[src/rtl/vfr_pkg.sv]
package vfr_pkg;

    localparam int VFR_MAX_FN = 252;
    localparam int VFR_IDX_W  = 8;

    // An event on one function: qualified strobe plus its number.
    typedef struct packed {
        logic                 hit;
        logic [VFR_IDX_W-1:0] idx;
    } fn_evt_t;

    function automatic logic idx_in_range(input logic [VFR_IDX_W-1:0] idx, input int n);
        return int'(idx) < n;
    endfunction

    function automatic fn_evt_t make_evt(input logic vld,
                                         input logic [VFR_IDX_W-1:0] idx,
                                         input int n);
        fn_evt_t e;
        e.hit = vld && idx_in_range(idx, n);
        e.idx = idx;
        return e;
    endfunction

endpackage

[src/rtl/vfr_decode.sv]
module vfr_decode
    import vfr_pkg::*;
#(
    parameter int NUM_FN = VFR_MAX_FN
) (
    input  fn_evt_t           evt,
    output logic [NUM_FN-1:0] mask
);

    // One comparator per function; an out-of-range index matches none.
    for (genvar i = 0; i < NUM_FN; i++) begin : g_bit
        assign mask[i] = evt.hit && (evt.idx == VFR_IDX_W'(i));
    end

endmodule

[src/rtl/vfr_flag_bank.sv]
module vfr_flag_bank #(
    parameter int NUM_FN = 252
) (
    input  logic              clk,
    input  logic              rst,
    input  logic [NUM_FN-1:0] set_m,
    input  logic [NUM_FN-1:0] clr_m,
    output logic [NUM_FN-1:0] q
);

    for (genvar i = 0; i < NUM_FN; i++) begin : g_flag
        always_ff @(posedge clk) begin
            if (rst)
                q[i] <= 1'b0;
            else if (set_m[i])
                q[i] <= 1'b1;   // set outranks clear
            else if (clr_m[i])
                q[i] <= 1'b0;
        end
    end

endmodule

[src/rtl/vfr_tracker.sv]
module vfr_tracker
    import vfr_pkg::*;
#(
    parameter int NUM_FN = VFR_MAX_FN
) (
    input  logic                 clk,
    input  logic                 rst,
    input  logic                 req_vld,
    input  logic [VFR_IDX_W-1:0] req_idx,
    input  logic                 done_vld,
    input  logic [VFR_IDX_W-1:0] done_idx,
    output logic [NUM_FN-1:0]    vfr_busy
);

    fn_evt_t           req_evt;
    fn_evt_t           done_evt;
    logic [NUM_FN-1:0] set_m;
    logic [NUM_FN-1:0] clr_m;

    always_comb begin
        req_evt  = make_evt(req_vld,  req_idx,  NUM_FN);
        done_evt = make_evt(done_vld, done_idx, NUM_FN);
    end

    vfr_decode #(.NUM_FN(NUM_FN)) u_dec_req (
        .evt  (req_evt),
        .mask (set_m)
    );

    vfr_decode #(.NUM_FN(NUM_FN)) u_dec_done (
        .evt  (done_evt),
        .mask (clr_m)
    );

    vfr_flag_bank #(.NUM_FN(NUM_FN)) u_bank (
        .clk   (clk),
        .rst   (rst),
        .set_m (set_m),
        .clr_m (clr_m),
        .q     (vfr_busy)
    );

endmodule

[config.mk]
export PLATFORM = sky130hd
export DESIGN_NAME = vfr_tracker
export DESIGN_NICKNAME = d
export VERILOG_FILES = /design/src/rtl/vfr_pkg.sv /design/src/rtl/vfr_decode.sv /design/src/rtl/vfr_flag_bank.sv /design/src/rtl/vfr_tracker.sv
export SDC_FILE = /design/constraint.sdc
export NUM_CORES = 1
export LEC_CHECK = 0
export ABC_AREA = 1
export BUFFER_PORTS_ARGS = -buffer_cell sky130_fd_sc_hd__buf_2
export CAP_MARGIN = 10
export CORE_MARGIN = 1
export CORE_UTILIZATION = 49
export CTS_CLUSTER_DIAMETER = 50
export DETAILED_ROUTE_END_ITERATION = 8
export GPL_TIMING_DRIVEN = 0
export PLACE_DENSITY = 0.82
export SYNTH_ARGS = -nofsm -noshare
export SYNTH_HDL_FRONTEND = slang
export SYNTH_SLANG_ARGS = --single-unit
[constraint.sdc]
create_clock -name clk -period 2.54 [get_ports clk]
set_input_delay 0.254 -clock clk [delete_from_list [all_inputs] [get_ports clk]]
set_output_delay 0.254 -clock clk [all_outputs]
set_load 0.1 [all_outputs]
==> flow_summary.yaml <==
place:
  place_congestion: 1.04
  place_area_sq_um: 14500
  dp_hpwl_mm: 44.2
  dp.cells: 2428
  preCtsSetupSlack_ps: -298
  io_buffer_count: 268
timing:
  finalHoldViolCount: 0
  worst_pin_slew_ps: 1510
  tns_ps: -161
  max_slew_margin_pct: -1.18
  fin_crit_sh_pct: 102
  fmax_ghz: 0.385
  fin_hold_ws_ps: 244
  setup_viol: 5
  fin_crit_ps: 2600
  finalWorstSetupSlack_ps: -56.6
  rsz0062_at_grt: "no"
  skew_ps: 0
  maxSlewViolCount: 8
flow_run:
  max_cap_violations: 1
critical_path:
  crit_path_end_kind: "flop"
  cp-start-kind: "input port"
  path_max_fanout: 10
  path_class: "input port to flop"
  crit_arrival_ps: 3050
  crit_required_ps: 2990
cts:
  hold_buffers: 0
  post_cts_buffers: 0
  cts_buffer_depth: 3
  htreeDepth: 1
  cts_resized: 0
  cts_made_buffers: 30
  clk_pin_slew_ps: 60
  insertion_delay_ps: 570
  clkSinkCount: 252
  cts_tree: "done"
  cts_root_buf: "clkbuf_16"
grt:
  grt.met3_usage_pct: 15.6
  grt_overflow: 0
  grt_pass1_vias: 14300
  grtUsageTotal_pct: 46.6
  grt_pass1_wl_mm: 90.2
  grt_use_met1_pct: 59.3
  grt_max_degree: 16
  busiest_layer: "met2"
  antenna_found_initial: 0
  met2_usage_pct: 65.7
floorplan:
  pin_count: 272
  die_x_microns: 163
  rows: 58
  initial_core_util_pct: 50.4
  die_y_microns: 163
  fp.coreArea_sq_um: 25300
  dieArea_sq_um: 26700
drt:
  dr.pass1.iters: 6
  drt_wl_total_mm: 64.1
  ant_nets: 0
  wire_per_inst_microns: 25.9
  vias: 15600
  drc_errors: 0
  drt_iter0_drc: 2618
  avgViaCountPerCell: 6.29
synth:
  synth_top_area_share_pct: 39.6
  synthDistinctLibCells: 18
  ys_warn_count: 0
  synth_seq_area_share_pct: 39.6
  synth_flop_cell: "dfxtp_1"
  syn_avg_cell_area_sq_um: 6.97
  synth_seq_cells: 252
  syn_inst: 1830
  yosysTopAreaCell: "dfxtp_1"
  synthArstFlopShare_pct: 0
  synth_fp_nets: 1850
  synth_edf_count: 0
  synth_area_leaders: "dfxtp_1 40%, nand4_1 11%, o21bai_1 11%, nand2_1 10%, a21oi_1 9.9%"
  syn_area_sq_um: 12800
finish:
  design_area_sq_um: 15500
  syn_to_final_growth_pct: 21.3
  final_layout_size_suffix_gt1_share_pct: 17.7
  largest_reg_flops: 252
  stdcell_count: 2478
  fillCellCount: 2376
  antenna_cells: 0
  reg_top3: "u_bank.q (252)"
  fin_nets: 2150
  top_register: "u_bank.q"
  final_common_cell: "nand2_1"
  final_cell_mix: "356 x nand2_1, 320 x buf_2, 252 x a21oi_1, 252 x dfxtp_1, 219 x nand4_1"
  fin_util_pct: 61.1
run_status:
  violations: "max-capacitance violations, max-slew violations, negative setup slack"
  status: "finished with violations"
pwr:
  p_leak_nw: 5.49
  power_density_nw_per_um2: 588
  p_total_mw: 9.09
  peakVddDrop_mv: 0.515
hold_path:
  worstHoldPathType: "input port to flop"
==> power by group <==
group          switching [mW]  internal, mW  leakage (nW)
registers             0.00593          3.96          2.03
logic                   0.678         0.111          3.00
clock network            1.82          2.52         0.461
total                    2.50          6.59          5.49
==> area by class of cell <==
class / instances / area, sq um / share of cell area [%]
flip-flops and latches: 252 / 5040 / 32.6
clock inverters: 12 / 158 / 1.02
well taps: 330 / 413 / 2.67
clock buffers: 38 / 801 / 5.18
inverters: 207 / 777 / 5.02
plain buffers: 171 / 790 / 5.10
repair buffers: 268 / 1340 / 8.67
multi-input cells: 1200 / 6140 / 39.7
==> synthesized netlist by cell type (2+ instances only) <==
master,count
buf_2,52
nand3_1,60
inv_1,206
dfxtp_1,252
buf_6,9
nand2_1,356
clkbuf_1,94
buf_1,14
nand2_4,2
nand4_1,219
nor2_1,129
a21oi_1,252
o21bai_1,180
==> per-layer routing <==
layer	share of wire [%]	up-vias
li1	-	6712
met1	36	7095
met2	40	1405
met3	16	364
met4	8.4	0
met5	0	-
==> worst paths after layout <==
kind,startpoint,end,slack (ps),cells after the start
setup / recovery,done_idx[1],u_bank.q[65]$_SDFFE_PP0P_,-60,8
setup reg to reg,u_bank.q[9]$_SDFFE_PP0P_,u_bank.q[9]$_SDFFE_PP0P_,1750,3
hold reg to reg,u_bank.q[206]$_SDFFE_PP0P_,u_bank.q[206]$_SDFFE_PP0P_,460,2
hold / removal,req_idx[6],u_bank.q[247]$_SDFFE_PP0P_,240,5
==> worst max-delay path: stages <==
cell      delay [ps]
buf_2            150
inv_1            110
nand2_1          120
nor2_1           790
clkbuf_1        1150
nand2_1          160
o21bai_1         230
a21oi_1           80
==> logic make-up (layout without fill, tap and decap cells) <==
family	Yosys count	after routing	synth area share (%)
compound gates	432	432	20.5
buf+inv	378	696	12.3
flops	252	252	39.6
simple gates	768	768	27.7
(Power assumes the default switching activity.)
